==> src/rtl/i2c_seq_pkg.sv <==
// Shared constants for the I2C command sequencer: entry fields, engine
// operation codes and the sequencer state type.
package i2c_seq_pkg;
    localparam int ENTRY_W   = 10;
    localparam int START_BIT = 8;
    localparam int STOP_BIT  = 9;

    localparam logic [1:0] OP_START = 2'd0;
    localparam logic [1:0] OP_STOP  = 2'd1;
    localparam logic [1:0] OP_WRITE = 2'd2;
    localparam logic [1:0] OP_READ  = 2'd3;

    typedef enum logic [2:0] {
        ST_IDLE,
        ST_START,
        ST_WRITE,
        ST_READ,
        ST_STOP
    } seq_state_e;
endpackage

==> src/rtl/i2c_seq_fifo.sv <==
// Synchronous FIFO with a flush input and a combinational head.
// Assumes DEPTH is a power of two. A push while full is dropped, and a pop
// while empty is ignored.
module i2c_seq_fifo #(
    parameter int W     = 8,
    parameter int DEPTH = 16,
    localparam int AW   = $clog2(DEPTH),
    localparam int CW   = $clog2(DEPTH + 1)
) (
    input  logic          clk,
    input  logic          rst_n,
    input  logic          flush,
    input  logic          push,
    input  logic [W-1:0]  din,
    input  logic          pop,
    output logic [W-1:0]  head,
    output logic [CW-1:0] count,
    output logic          empty,
    output logic          full
);
    logic [W-1:0]  mem [DEPTH];
    logic [AW-1:0] wptr, rptr;
    logic          do_push, do_pop;

    assign empty   = (count == '0);
    assign full    = (count == CW'(DEPTH));
    assign do_push = push && !full;
    assign do_pop  = pop && !empty;
    assign head    = mem[rptr];

    // Store the pushed word.
    always_ff @(posedge clk) begin
        if (do_push) mem[wptr] <= din;
    end

    // Move the pointers and the count, with flush taking priority.
    always_ff @(posedge clk) begin
        if (!rst_n || flush) begin
            wptr  <= '0;
            rptr  <= '0;
            count <= '0;
        end else begin
            if (do_push) wptr <= wptr + 1'b1;
            if (do_pop)  rptr <= rptr + 1'b1;
            case ({do_push, do_pop})
                2'b10:   count <= count + 1'b1;
                2'b01:   count <= count - 1'b1;
                default: count <= count;
            endcase
        end
    end
endmodule

==> src/rtl/i2c_seq_fsm.sv <==
// Byte-level sequencer. It pops one command entry at a time, turns it into
// engine operations and tracks bus ownership. It assumes the engine holds
// eng_done for one cycle per accepted request.
module i2c_seq_fsm
    import i2c_seq_pkg::*;
(
    input  logic               clk,
    input  logic               rst_n,
    input  logic               enable,
    input  logic               tx_flush,
    input  logic [ENTRY_W-1:0] head,
    input  logic               head_valid,
    output logic               pop,
    output logic               seq_flush,
    output logic               eng_req,
    output logic [1:0]         eng_op,
    output logic [7:0]         eng_wdata,
    output logic               eng_nack_out,
    input  logic               eng_done,
    input  logic               eng_nack,
    output logic               rx_push,
    output logic               bus_busy,
    output logic               ev_tx_error,
    output logic               ev_bus_idle
);
    seq_state_e state;
    logic [7:0] ent_data;
    logic       ent_stop;
    logic       ent_addr;
    logic       rd_pending;
    logic [7:0] rd_left;
    logic       owned;

    assign bus_busy = owned;

    // Engine request and queue controls follow from the state.
    always_comb begin
        pop          = (state == ST_IDLE) && enable && head_valid;
        eng_req      = (state != ST_IDLE);
        eng_wdata    = ent_data;
        eng_nack_out = (state == ST_READ) && (rd_left == 8'd1);
        rx_push      = (state == ST_READ) && eng_done;
        seq_flush    = (state == ST_WRITE) && eng_done && eng_nack;
        case (state)
            ST_START: eng_op = OP_START;
            ST_READ:  eng_op = OP_READ;
            ST_STOP:  eng_op = OP_STOP;
            default:  eng_op = OP_WRITE;
        endcase
    end

    // State, latched entry, read count and ownership.
    always_ff @(posedge clk) begin
        if (!rst_n) begin
            state       <= ST_IDLE;
            ent_data    <= '0;
            ent_stop    <= 1'b0;
            ent_addr    <= 1'b0;
            rd_pending  <= 1'b0;
            rd_left     <= '0;
            owned       <= 1'b0;
            ev_tx_error <= 1'b0;
            ev_bus_idle <= 1'b0;
        end else begin
            ev_tx_error <= 1'b0;
            ev_bus_idle <= 1'b0;
            if (tx_flush) rd_pending <= 1'b0;
            case (state)
                ST_IDLE: if (pop) begin
                    ent_data <= head[7:0];
                    ent_stop <= head[STOP_BIT];
                    ent_addr <= head[START_BIT];
                    if (head[START_BIT]) begin
                        owned      <= 1'b1;
                        rd_pending <= 1'b0;
                        state      <= ST_START;
                    end else if (rd_pending) begin
                        rd_left    <= head[7:0];
                        rd_pending <= 1'b0;
                        state      <= ST_READ;
                    end else begin
                        state <= ST_WRITE;
                    end
                end
                ST_START: if (eng_done) state <= ST_WRITE;
                ST_WRITE: if (eng_done) begin
                    if (eng_nack) begin
                        ev_tx_error <= 1'b1;
                        rd_pending  <= 1'b0;
                        state       <= ST_STOP;
                    end else if (ent_stop) begin
                        state <= ST_STOP;
                    end else begin
                        if (ent_addr && ent_data[0]) rd_pending <= 1'b1;
                        state <= ST_IDLE;
                    end
                end
                ST_READ: if (eng_done) begin
                    rd_left <= rd_left - 1'b1;
                    if (rd_left == 8'd1) state <= ent_stop ? ST_STOP : ST_IDLE;
                end
                ST_STOP: if (eng_done) begin
                    owned       <= 1'b0;
                    ev_bus_idle <= 1'b1;
                    state       <= ST_IDLE;
                end
                default: state <= ST_IDLE;
            endcase
        end
    end
endmodule

==> src/rtl/i2c_cmd_sequencer.sv <==
// Top of the I2C command sequencer: command queue, receive queue, sequencer
// and queue-level events. Assumes TX_DEPTH and RX_DEPTH are powers of two.
module i2c_cmd_sequencer
    import i2c_seq_pkg::*;
#(
    parameter int TX_DEPTH = 16,
    parameter int RX_DEPTH = 16,
    localparam int TCW     = $clog2(TX_DEPTH + 1),
    localparam int TLW     = $clog2(TX_DEPTH),
    localparam int RCW     = $clog2(RX_DEPTH + 1),
    localparam int HALF    = TX_DEPTH / 2
) (
    input  logic               clk,
    input  logic               rst_n,
    input  logic               enable,
    input  logic               tx_flush,
    input  logic               cmd_push,
    input  logic [ENTRY_W-1:0] cmd_data,
    output logic               cmd_full,
    output logic               tx_empty,
    output logic [TLW-1:0]     tx_level,
    input  logic               rx_pop,
    output logic [7:0]         rx_data,
    output logic               rx_valid,
    output logic [RCW-1:0]     rx_level,
    output logic               eng_req,
    output logic [1:0]         eng_op,
    output logic [7:0]         eng_wdata,
    output logic               eng_nack_out,
    input  logic               eng_done,
    input  logic               eng_nack,
    input  logic [7:0]         eng_rdata,
    output logic               bus_busy,
    output logic               ev_tx_error,
    output logic               ev_bus_idle,
    output logic               ev_tx_empty,
    output logic               ev_tx_half
);
    logic [ENTRY_W-1:0] head;
    logic [TCW-1:0]     tx_count;
    logic               pop, seq_flush, rx_push, rx_empty, rx_full;
    logic               solo_pop;

    i2c_seq_fifo #(.W(ENTRY_W), .DEPTH(TX_DEPTH)) u_cmd_fifo (
        .clk(clk), .rst_n(rst_n), .flush(tx_flush || seq_flush),
        .push(cmd_push), .din(cmd_data), .pop(pop),
        .head(head), .count(tx_count), .empty(tx_empty), .full(cmd_full)
    );

    i2c_seq_fifo #(.W(8), .DEPTH(RX_DEPTH)) u_rx_fifo (
        .clk(clk), .rst_n(rst_n), .flush(1'b0),
        .push(rx_push), .din(eng_rdata), .pop(rx_pop),
        .head(rx_data), .count(rx_level), .empty(rx_empty), .full(rx_full)
    );

    i2c_seq_fsm u_fsm (
        .clk(clk), .rst_n(rst_n), .enable(enable), .tx_flush(tx_flush),
        .head(head), .head_valid(!tx_empty), .pop(pop), .seq_flush(seq_flush),
        .eng_req(eng_req), .eng_op(eng_op), .eng_wdata(eng_wdata),
        .eng_nack_out(eng_nack_out), .eng_done(eng_done), .eng_nack(eng_nack),
        .rx_push(rx_push), .bus_busy(bus_busy),
        .ev_tx_error(ev_tx_error), .ev_bus_idle(ev_bus_idle)
    );

    assign rx_valid = !rx_empty;
    assign tx_level = tx_empty ? '0 : TLW'(tx_count - 1'b1);
    // A pop with no push in the same cycle and no flush moves the count down by one.
    assign solo_pop = pop && !(cmd_push && !cmd_full) && !tx_flush && !seq_flush;

    // Level events, aligned with the count update.
    always_ff @(posedge clk) begin
        if (!rst_n) begin
            ev_tx_empty <= 1'b0;
            ev_tx_half  <= 1'b0;
        end else begin
            ev_tx_empty <= solo_pop && (tx_count == TCW'(1));
            ev_tx_half  <= solo_pop && (tx_count == TCW'(HALF + 1));
        end
    end

    logic unused_rx_full;
    assign unused_rx_full = rx_full;
endmodule

==> config.mk <==
export PLATFORM = sky130hd
export DESIGN_NAME = i2c_cmd_sequencer
export DESIGN_NICKNAME = d
export VERILOG_FILES = /design/src/rtl/i2c_seq_pkg.sv /design/src/rtl/i2c_seq_fifo.sv /design/src/rtl/i2c_seq_fsm.sv /design/src/rtl/i2c_cmd_sequencer.sv
export SDC_FILE = /design/constraint.sdc
export NUM_CORES = 1
export LEC_CHECK = 0
export BUFFER_PORTS_ARGS = -buffer_cell sky130_fd_sc_hd__buf_2
export CAP_MARGIN = 20
export CORE_MARGIN = 2
export CORE_UTILIZATION = 55
export DETAILED_ROUTE_END_ITERATION = 7
export PLACE_DENSITY = 0.84
export SYNTH_ARGS = -nofsm -noshare
export SYNTH_HDL_FRONTEND = slang
export SYNTH_SLANG_ARGS = --single-unit
==> constraint.sdc <==
create_clock -name clk -period 6 [get_ports clk]
set_input_delay 1.2 -clock clk [delete_from_list [all_inputs] [get_ports clk]]
set_output_delay 1.2 -clock clk [all_outputs]
set_load 0.01 [all_outputs]
==> results.ini <==
[place]
portBuffers=62
gpl_wtd_cong=0.8488
post-dp-hpwl_mm=17.66

[global_routing]
grt.overflow.total=0
antenna_found_initial=0
maximum_number_of_pins_on_one_net_before_global_route_repair=41
number_of_global_route_vias_before_repair=7466
global_route_wire_length_before_repair_mm=43.30
grt_use_total=0.2159

[route]
finalWirelength_mm=28.53
drt-vias-per-instance=6.048
dr_drc_count=0
postRouteAntennaNets=0
detailedRoute.firstPassIterationCount=7
drt_iter0_drc=674
num_vias=7536
wire_length_per_cell_after_detailed_routing_microns=22.90

[yosys]
netlist-cell-type-count=58
synth.area.top_cells=edfxtp_1 (62%), mux4_2 (14%), dfxtp_1 (8.7%), nor2_1 (2.0%), ha_1 (1.8%)
synth_area_leader_cell=edfxtp_1
synth_edf_count=288
syn-mean-instance-area_sq_um=17.21
yosys_most_used_dff=edfxtp_1
synth_sequential_area_ratio=0.7028
async_reset_ff_frac=0
syn-cell-area_sq_um=14040
post_syn_instances=816
synthesis.yosys.warnings=0
number_of_register_bits_inferred_by_synthesis=349
netlist.area_leader.share=0.6158
synthesized_netlist_net_count=862

[sta]
min_period_over_period=0.6402
timing.final.setup_violations=0
clock_skew_ns=0.02097
final_max_slew_viol_count=0
timing.max_slew.rel_slack=0.3709
report.final.hold_viol_count=0
fin_tns_setup_ns=0
grt_setup_unrepaired=no
worst_slew_pin_slew_ns=0.9424
final_worst_path_period_need_ns=3.841
maximum_achievable_frequency_mhz=260.3

[power]
p_clk_frac=0.413
cell_internal_pwr_mw=3.822
post-layout-total-power_mw=4.800
switching_share=0.2037
power.share.sequential=0.551
power.net_switching_mw=0.9775
p_leak_nw=5.216
share_comb_of_total_power=0.035
power_density_nw_per_um2=302.9
peakVddDrop_mv=0.2832

[clock_tree]
clock_input_transition_at_the_sequential_cells_of_the_worst_setup_and_hold_paths_ns=0.06
clkSinkCount=349
cts.hold.buffers_added=0
cts_made_buffers=35
cts_setup_buffers=0
ctsLongestPathBuffers=3
cts_repair_resize_count=0
clkLatencyLatePin_ns=0.52
htree_levels=2
cts_tree=built
ctsRootBufferMaster=clkbuf_16

[min_path]
holdPathStages=2
hold-path-endpoint=u_fsm.eng_wdata[1]
hold_path_class=reg2reg
min_from=u_fsm.eng_wdata[1]

[die]
die_width_microns=163.8
die_area_sq_um=26830
core_sq_um=25110
std_cell_rows=58
io_pins=63
die_h_microns=163.8
start_util=0.5593

[setup_path]
path_type_of_the_worst_setup_path=reg2out
r2r_start=u_cmd_fifo.count[0]
r2r-end=u_cmd_fifo.count[4]
setup.reg_to_reg.worst_slack_ns=2.44
timing.critical_path.from_type=flip-flop
cp.arrival_ns=2.64
worst_reg_to_reg_cells=12
critical_path_peak_fanout=32
worstSetupEndpointType=output port
worstPathRequired_ns=4.80

[run]
cap_viol_max_count=0

[cells_and_area]
mostFrequentLayoutCells=edfxtp_1 (288), mux4_2 (87), nor2_1 (75), buf_2 (63), dfxtp_1 (59)
synthToLayoutAreaGrowth_pct=12.85
layout_filler_cell_count=1723
post_route_cells_drive_above_1_share=0.2544
nets=939
mostFrequentLayoutCell=edfxtp_1
diodes=0

[status]
result_of_the_run=complete, no violations

## metal layers
metal  share of wire  routed length [microns]  GRT usage  up-vias
met5               0                        0          0        -
met4           0.025                      702    0.06260        0
met1            0.39                    11200     0.2822     3880
li1                -                        -          -     3329
met3           0.059                     1693    0.03460       62
met2            0.52                    14930     0.3774      265
## worst max-delay path, cell delays in order, from the launching register on
cell     delay (ns)
dfxtp_2        0.31
buf_4          0.50
mux4_2         0.63
mux4_2         0.49
buf_2          0.16
## worst max path at each step
| stage | endpoint | cells after the start | from | slack, ns |
|---|---|---|---|---|
| after floorplan | u_rx_fifo.count[2] | 12 | eng_done | 2.62 |
| after global placement | u_rx_fifo.count[2] | 11 | eng_done | 2.16 |
| after detailed placement | u_rx_fifo.count[2] | 11 | eng_done | 1.99 |
| after CTS | rx_data[7] | 4 | flip-flop | 2.09 |
| after global routing | rx_data[7] | 4 | flip-flop | 2.05 |
| final | rx_data[6] | 4 | flip-flop | 2.16 |
## cells by family (layout without fill, tap and decap cells)
logic type	Yosys count	in the layout	synth area share
compound gates	66	66	0.03154
fa+ha+maj	20	20	0.01782
flops	349	349	0.7028
simple gates	193	193	0.06531
xor+xnor	25	25	0.01559
mux	98	98	0.1475
buf+inv	65	165	0.01942
## Yosys cell counts, types with 4 or more instances
library cell	number
a21oi_1	23
a31oi_1	4
buf_1	10
buf_2	8
clkbuf_1	26
dfxtp_1	61
edfxtp_1	288
ha_1	20
inv_1	14
mux2i_1	9
mux4_2	87
nand2_1	47
nand2b_1	7
nand3_1	4
nand4_1	4
nor2_1	75
nor2b_1	8
nor3_1	19
o21a_1	4
o21ai_0	7
o311ai_0	5
o31ai_1	7
xnor2_1	10
xor2_1	15
## per-stage QoR
step	worst slack [ns]	cell area, sq um	hold WS [ns]	utilization	instances
after floorplan	2.616	14040	0.4466	-	816
after global placement	2.159	14680	0.4422	0.5846	1175
after detailed placement	1.993	14690	0.4477	0.5850	1176
after CTS	2.094	15730	0.4558	0.6263	1236
after global routing	2.055	15850	0.4759	0.6312	1246
final	2.159	15850	0.4516	0.6312	1246
## sequential cells by signal (all words and copies together), names as in the netlist, named ones only
name	cells
u_fsm.state	3
ev_tx_half	1
u_fsm.rd_left	8
u_cmd_fifo.mem	160
u_fsm.rd_pending	1
ev_tx_empty	1
u_fsm.ev_tx_error	1
u_fsm.bus_busy	1
u_cmd_fifo.count	5
u_fsm.ent_stop	1
u_rx_fifo.mem	128
u_cmd_fifo.rptr	4
u_fsm.eng_wdata	8
u_fsm.ev_bus_idle	1
u_fsm.ent_addr	1
u_rx_fifo.count	5
u_rx_fifo.rptr	4
u_cmd_fifo.wptr	4
u_rx_fifo.wptr	4
## power groups by stage
stage                     logic [mW]  clock network, mW  registers [mW]
final                          0.170               1.98            2.65
after global routing           0.186               2.11            2.65
after CTS                      0.167               2.01            2.65
after detailed placement       0.165                  0            2.70
after global placement         0.160                  0            2.70
after floorplan               0.0975                  0            2.69
## cell type report
cell class,count,area (sq um),area share
clock inverters,14,78.83,0.004974
clock buffers,46,958.4,0.06048
flip-flops and latches,349,9872,0.6229
inverters,17,63.81,0.004027
well taps,330,412.9,0.02605
multi-input cells,402,3906,0.2465
repair buffers,88,555.5,0.03505
No activity file was read; power rests on OpenSTA's default activity.
